`src/rtl/timer_bank_pkg.sv`:
```
`timescale 1ns/1ps
package timer_bank_pkg;

  // Register slot inside one channel window, from address bits [4:2]
  typedef enum logic [2:0] {
    SLOT_CTRL   = 3'd0,
    SLOT_RELOAD = 3'd1,
    SLOT_HOLD   = 3'd2,
    SLOT_WRAPS  = 3'd3,
    SLOT_EVENT  = 3'd4,
    SLOT_ACK    = 3'd5,
    SLOT_MASK   = 3'd6,
    SLOT_NONE   = 3'd7
  } slot_e;

  // Slots inside the bank-wide window (window 0)
  localparam logic [2:0] BANK_SLOT_RUN = 3'd0;
  localparam logic [2:0] BANK_SLOT_REV = 3'd4;

  localparam int WINDOW_BITS = 5;  // 0x20 bytes per window

endpackage

```
`src/rtl/timer_bank_decode.sv`:
```
`timescale 1ns/1ps
module timer_bank_decode
  import timer_bank_pkg::*;
#(
  parameter int ADDR_W     = 8,
  parameter int NUM_TIMERS = 4
) (
  input  logic [ADDR_W-1:0]     addr,
  output logic                  hit_run,
  output logic                  hit_rev,
  output logic [NUM_TIMERS-1:0] chan_sel,
  output slot_e                 slot
);
  localparam int WIN_W = ADDR_W - WINDOW_BITS;

  logic             aligned;
  logic [WIN_W-1:0] window;
  logic [2:0]       slot_raw;

  assign aligned  = (addr[1:0] == 2'b00);
  assign window   = addr[ADDR_W-1:WINDOW_BITS];
  assign slot_raw = addr[4:2];
  assign slot     = slot_e'(slot_raw);

  assign hit_run = aligned && (window == '0) && (slot_raw == BANK_SLOT_RUN);
  assign hit_rev = aligned && (window == '0) && (slot_raw == BANK_SLOT_REV);

  for (genvar g = 0; g < NUM_TIMERS; g++) begin : g_sel
    assign chan_sel[g] = aligned && (window == WIN_W'(g + 1)) &&
                         (slot_raw != SLOT_NONE);
  end

endmodule

```
`src/rtl/timer_bank_channel.sv`:
```
`timescale 1ns/1ps
module timer_bank_channel
  import timer_bank_pkg::*;
#(
  parameter int CNT_W = 32
) (
  input  logic             clk,
  input  logic             rst_n,
  input  logic             bank_run,
  input  logic             sel,
  input  logic             we,
  input  logic             re,
  input  slot_e            slot,
  input  logic [CNT_W-1:0] wdata,
  output logic [CNT_W-1:0] rdata,
  output logic             event_o,
  output logic             irq_req
);
  logic             run_bit;
  logic             mask_bit;
  logic             event_bit;
  logic [CNT_W-1:0] reload_q;
  logic [CNT_W-1:0] live_q;
  logic [CNT_W-1:0] hold_q;
  logic [CNT_W-1:0] wraps_q;

  logic wr, rd, start, running, wrap, ack;

  assign wr      = sel && we;
  assign rd      = sel && re;
  assign start   = wr && (slot == SLOT_CTRL) && wdata[0] && !run_bit;
  assign running = bank_run && run_bit;
  assign wrap    = running && (live_q == '0);
  assign ack     = wr && (slot == SLOT_ACK) && wdata[0];

  always_ff @(posedge clk or negedge rst_n) begin
    if (!rst_n) begin
      run_bit   <= 1'b0;
      mask_bit  <= 1'b0;
      event_bit <= 1'b0;
      reload_q  <= '1;
      live_q    <= '0;
      hold_q    <= '0;
      wraps_q   <= '0;
    end else begin
      if (wr && slot == SLOT_CTRL)   run_bit  <= wdata[0];
      if (wr && slot == SLOT_RELOAD) reload_q <= wdata;
      if (wr && slot == SLOT_MASK)   mask_bit <= wdata[0];

      if (start)        live_q <= reload_q;
      else if (wrap)    live_q <= reload_q;
      else if (running) live_q <= live_q - CNT_W'(1);

      if (wrap) wraps_q <= wraps_q + CNT_W'(1);

      if (wrap)     event_bit <= 1'b1;
      else if (ack) event_bit <= 1'b0;

      if (rd && slot == SLOT_WRAPS) hold_q <= live_q;
    end
  end

  always_comb begin
    unique case (slot)
      SLOT_CTRL:   rdata = CNT_W'(run_bit);
      SLOT_RELOAD: rdata = reload_q;
      SLOT_HOLD:   rdata = hold_q;
      SLOT_WRAPS:  rdata = wraps_q;
      SLOT_EVENT:  rdata = CNT_W'(event_bit);
      SLOT_MASK:   rdata = CNT_W'(mask_bit);
      default:     rdata = '0;
    endcase
  end

  assign event_o = event_bit;
  assign irq_req = event_bit && mask_bit;


  count_step_chk: assert property (@(posedge clk) disable iff (!rst_n)
    (running && live_q != '0) |=> (live_q == $past(live_q) - CNT_W'(1)));


  frozen_chk: assert property (@(posedge clk) disable iff (!rst_n)
    (!running && !start) |=> $stable(live_q));


  wrap_effect_chk: assert property (@(posedge clk) disable iff (!rst_n)
    wrap |=> (event_bit && wraps_q == $past(wraps_q) + CNT_W'(1)
              && live_q == $past(reload_q)));


  event_sticky_chk: assert property (@(posedge clk) disable iff (!rst_n)
    (event_bit && !ack) |=> event_bit);


  start_load_chk: assert property (@(posedge clk) disable iff (!rst_n)
    start |=> (live_q == $past(reload_q) && run_bit));

endmodule

```
`src/rtl/timer_bank.sv`:
```
`timescale 1ns/1ps
module timer_bank
  import timer_bank_pkg::*;
#(
  parameter int          NUM_TIMERS = 4,
  parameter int          DATA_W     = 32,
  parameter int          ADDR_W     = 8,
  parameter logic [31:0] REVISION   = 32'h0001_0203
) (
  input  logic              clk,
  input  logic              rst_n,
  input  logic [ADDR_W-1:0] bus_addr,
  input  logic [DATA_W-1:0] bus_wdata,
  input  logic              bus_we,
  input  logic              bus_re,
  output logic [DATA_W-1:0] bus_rdata,
  output logic              irq_o
);
  logic                  hit_run, hit_rev;
  logic [NUM_TIMERS-1:0] chan_sel;
  slot_e                 slot;
  logic                  bank_run;
  logic [NUM_TIMERS-1:0] irq_vec;
  logic [NUM_TIMERS-1:0] event_vec;
  logic [DATA_W-1:0]     chan_rdata [NUM_TIMERS];
  logic [DATA_W-1:0]     rdata_d;

  timer_bank_decode #(
    .ADDR_W     (ADDR_W),
    .NUM_TIMERS (NUM_TIMERS)
  ) decode_i (
    .addr     (bus_addr),
    .hit_run  (hit_run),
    .hit_rev  (hit_rev),
    .chan_sel (chan_sel),
    .slot     (slot)
  );

  for (genvar g = 0; g < NUM_TIMERS; g++) begin : g_chan
    timer_bank_channel #(.CNT_W(DATA_W)) chan_i (
      .clk      (clk),
      .rst_n    (rst_n),
      .bank_run (bank_run),
      .sel      (chan_sel[g]),
      .we       (bus_we),
      .re       (bus_re),
      .slot     (slot),
      .wdata    (bus_wdata),
      .rdata    (chan_rdata[g]),
      .event_o  (event_vec[g]),
      .irq_req  (irq_vec[g])
    );
  end

  always_ff @(posedge clk or negedge rst_n) begin
    if (!rst_n)                  bank_run <= 1'b0;
    else if (bus_we && hit_run)  bank_run <= bus_wdata[0];
  end

  always_comb begin
    rdata_d = '0;
    if (hit_run) rdata_d = DATA_W'(bank_run);
    if (hit_rev) rdata_d = DATA_W'(REVISION);
    for (int i = 0; i < NUM_TIMERS; i++) begin
      if (chan_sel[i]) rdata_d = chan_rdata[i];
    end
  end

  always_ff @(posedge clk or negedge rst_n) begin
    if (!rst_n)      bus_rdata <= '0;
    else if (bus_re) bus_rdata <= rdata_d;
  end

  assign irq_o = |irq_vec;


  rdata_hold_chk: assert property (@(posedge clk) disable iff (!rst_n)
    !bus_re |=> $stable(bus_rdata));


  irq_source_chk: assert property (@(posedge clk) disable iff (!rst_n)
    irq_o |-> (event_vec != '0));


  rev_read_chk: assert property (@(posedge clk) disable iff (!rst_n)
    (bus_re && hit_rev) |=> (bus_rdata == DATA_W'(REVISION)));


  unmapped_read_chk: assert property (@(posedge clk) disable iff (!rst_n)
    (bus_re && !hit_run && !hit_rev && chan_sel == '0) |=> (bus_rdata == '0));

endmodule

```
`config.mk`:
```
export PLATFORM = sky130hd
export DESIGN_NAME = timer_bank
export DESIGN_NICKNAME = d
export VERILOG_FILES = /design/src/rtl/timer_bank_pkg.sv /design/src/rtl/timer_bank_decode.sv /design/src/rtl/timer_bank_channel.sv /design/src/rtl/timer_bank.sv
export SDC_FILE = /design/constraint.sdc
export NUM_CORES = 1
export LEC_CHECK = 0
export BUFFER_PORTS_ARGS = -buffer_cell sky130_fd_sc_hd__clkbuf_2
export CAP_MARGIN = 40
export CORE_MARGIN = 3
export CORE_UTILIZATION = 34
export DETAILED_ROUTE_END_ITERATION = 10
export PLACE_DENSITY = 0.53
export REMOVE_ABC_BUFFERS = 1
export SYNTH_ARGS = -nofsm -noshare
export SYNTH_HDL_FRONTEND = slang
export SYNTH_HIERARCHICAL = 1
export SYNTH_SLANG_ARGS = --single-unit
```
`constraint.sdc`:
```
create_clock -name clk -period 3.05 [get_ports clk]
set_clock_uncertainty 0.2 [all_clocks]
set_input_delay 0.61 -clock clk [delete_from_list [all_inputs] [get_ports clk]]
set_output_delay 0.61 -clock clk [all_outputs]
set_load 0.005 [all_outputs]
```
==> flow_metrics.env <==
export IMPL_outcome="finished clean"
export IMPL_antenna_found_initial=15
export IMPL_synth_area_leaders="dfrtp_1, mux2_2, dfstp_2, nor2_1, a22oi_1"
export IMPL_insertion_delay_ns=0.61
export IMPL_grt_ovfl_total=0
export IMPL_routed_wirelength_mm=112.7
export IMPL_p_total_mw=17.41
export IMPL_final_core_util_pct=41.38
export IMPL_slew_headroom_pct=40.35
export IMPL_cts_made_buffers=67
export IMPL_hold_path_class="reg2reg"
export IMPL_synth_common_cells="dfrtp_1, mux2_2, nor2_1"
export IMPL_via_per_inst=5.795
export IMPL_max_cap_viol_count=0
export IMPL_min_path_cells=1
export IMPL_yosysTopAreaCell="dfrtp_1"
export IMPL_grt_total_usage_pct=24.40
export IMPL_ys_warn_count=6
export IMPL_finalCriticalPeriod_ns=3.015
export IMPL_finalNetCount=3229
export IMPL_die_x_um=303.4
export IMPL_ys_types=77
export IMPL_firstDrtPassIters=6
export IMPL_synthToLayoutAreaGrowth_pct=19.97
export IMPL_grt_pass1_wl_mm=168.3
export IMPL_cts_num_sinks=557
export IMPL_ys_seq_area_share_pct=46.90
export IMPL_max_freq_ghz=0.3317
export IMPL_placed_area_mm2=0.03374
export IMPL_crit_type="in2reg"
export IMPL_reg2regPathDepth=6
export IMPL_synth_top_area_share_pct=35.71
export IMPL_cellPowerDensity_mw_per_mm2=482.7
export IMPL_crit_arrival_ns=3.34
export IMPL_drc=0
export IMPL_grt_max_degree=102
export IMPL_ant_nets=0
export IMPL_clockBufferDepth=3
export IMPL_cts_root_buffer="clkbuf_16"
export IMPL_synth_flop_cell="dfrtp_1"
export IMPL_worstMarginPinSlew_ns=0.8947
export IMPL_synth_seq_cells=557
export IMPL_hpwl_mm=82.38
export IMPL_numPortBuffers=76
export IMPL_vias=25430
export IMPL_drtIter0Drc=2734
export IMPL_h_tree_depth=3
export IMPL_die_h_um=303.4
export IMPL_gp_congestion=0.9377
export IMPL_ios=77
export IMPL_async_reset_ff_share_pct=100.0
export IMPL_cts_tree="built"
export IMPL_finalHoldViolCount=0
export IMPL_synth_most_common_cell="dfrtp_1"
export IMPL_critical_path_max_fanout=26
export IMPL_rows=108
export IMPL_initial_core_util_pct=34.49
export IMPL_power_leakage_nw=15.36
export IMPL_layout_drive_gt1_share_pct=33.21
export IMPL_cp_end_kind="flop"
export IMPL_avgSynthCellArea_um2=10.28
export IMPL_synth_edf_count=0
export IMPL_fin_area_mm2=0.03606
export IMPL_crit_required_ns=3.38
export IMPL_drv_slew=0
export IMPL_setup_viol=0
export IMPL_rsz0062_at_grt="false"
export IMPL_grt_pass1_vias=25040
export IMPL_synthCells=2923
export IMPL_synth_cell_area_mm2=0.03006
export IMPL_peakVddDrop_v=0.0003494
export IMPL_coreArea_mm2=0.08716
export IMPL_dieArea_mm2=0.09202
export IMPL_cts_clk_slew_worst_paths_ns=0.06
export IMPL_start_kind="primary input"
export IMPL_wire_per_inst_um=25.68
export IMPL_fin_crit_sh_pct=98.85
[cells in the final DEF (no fill, tap or decap), types with 20 or more instances in the layout]
cell	instances
clkbuf_2	72
nand4_1	68
a221o_1	32
buf_4	270
or4_1	27
clkbuf_8	22
nor4_1	32
buf_12	31
and3_1	35
a211oi_1	21
nor2b_1	20
dfstp_2	128
a22oi_1	134
mux2_2	375
nand3_1	144
a21oi_1	54
xor2_1	66
clkbuf_16	73
o311ai_0	26
nor2_1	290
xnor2_1	70
dfrtp_1	429
nand2b_1	33
a31oi_1	30
nor3_1	84
inv_1	49
nand2_1	230
o21ai_0	81
[cell families (layout without fill, tap and decap cells)]
kind of cell    after synthesis  in the layout  synth area share [%]
other cells                   0              3                     0
compound gates              476            476                 11.20
buf+inv                     241            549                 3.400
flops                       557            557                 46.90
fa+ha+maj                     8              8                0.3330
xor+xnor                    136            136                 3.962
simple gates               1122           1122                 19.89
mux                         383            383                 14.31
[path summary, 6_finish.rpt]
| path | start | to | slack [ns] |
|---|---|---|---|
| worst min-delay path | g_chan[0].chan_i/wraps_q[31] | g_chan[0].chan_i/wraps_q[31] | 0.26 |
| worst max-delay path | bus_addr[1] | bus_rdata[2] | 0.04 |
| worst max register to register | g_chan[2].chan_i/live_q[9] | g_chan[2].chan_i/live_q[28] | 0.06 |
| max in group asynchronous | rst_n | g_chan[0].chan_i/wraps_q[5] | 1.35 |
| worst min register to register | g_chan[0].chan_i/wraps_q[31] | g_chan[0].chan_i/wraps_q[31] | 0.26 |
| min in group asynchronous | rst_n | g_chan[1].chan_i/wraps_q[19] | 0.33 |
[routing by layer]
| metal | track usage [%] | vias up | wire length, um |
|---|---|---|---|
| li1 | - | 11240 | - |
| met3 | 4.452 | 201 | 8245 |
| met2 | 35.70 | 977 | 48350 |
| met5 | 0 | - | 46 |
| met4 | 9.712 | 8 | 4933 |
| met1 | 35.56 | 13010 | 51120 |
[worst max-delay path, cell delays in order]
cell and delay, ns:
clkbuf_2 0.09, buf_4 0.12, or3_1 0.48, buf_4 0.18, nor4_2 0.27, buf_4 0.26
nor2b_4 0.53, a221o_1 0.43, nand3_1 0.18, a31oi_1 0.19
[where the power goes]
part           leakage, nW  total (mW)  switching [mW]  internal, mW
registers             6.94        8.00           0.302          7.70
logic                 7.31        1.24           0.772         0.472
clock network         1.12        8.16            3.27          4.89
[registers in the layout (all words and copies together), names as in the netlist]
register,flops
g_chan.chan_i/wraps_q,128
g_chan.chan_i/run_bit,4
g_chan.chan_i/hold_q,128
bank_run,1
g_chan.chan_i/mask_bit,4
g_chan.chan_i/live_q,128
g_chan.chan_i/event_o,4
bus_rdata,32
g_chan.chan_i/reload_q,128
[area by class of cell]
type                       count  area [um^2]
antenna                        3        7.507
multi-input combinational   2125        15020
clock buffer                 111         2190
fill                        8402        51090
clock inverter                12        65.06
timing repair buffer         377         3055
tap                         1155         1445
sequential                   557        14100
inverter                      49        183.9
[through the flow]
step | worst slack (ns) | hold WS [ns] | TNS (ns) | std cells
3_5_place_dp | -0.5527 | 0.2567 | -55.14 | 4261
5_1_grt | 0.01097 | 0.2726 | 0 | 4386
4_1_cts | 0.01095 | 0.2530 | 0 | 4385
6_report | 0.03515 | 0.2642 | 0 | 4389
3_3_place_gp | -0.5637 | 0.2566 | -52.39 | 4261
2_1_floorplan | -5.450 | 0.1144 | -1033.08 | 2731
[repair_timing]
action	4_1_cts	5_1_grt
hold buffers	1	0
setup buffers	0	1
setup endpoints to repair	0	18
gates resized for setup	0	10
hold endpoints to repair	35	0
Power figures use the tool's default switching activity.
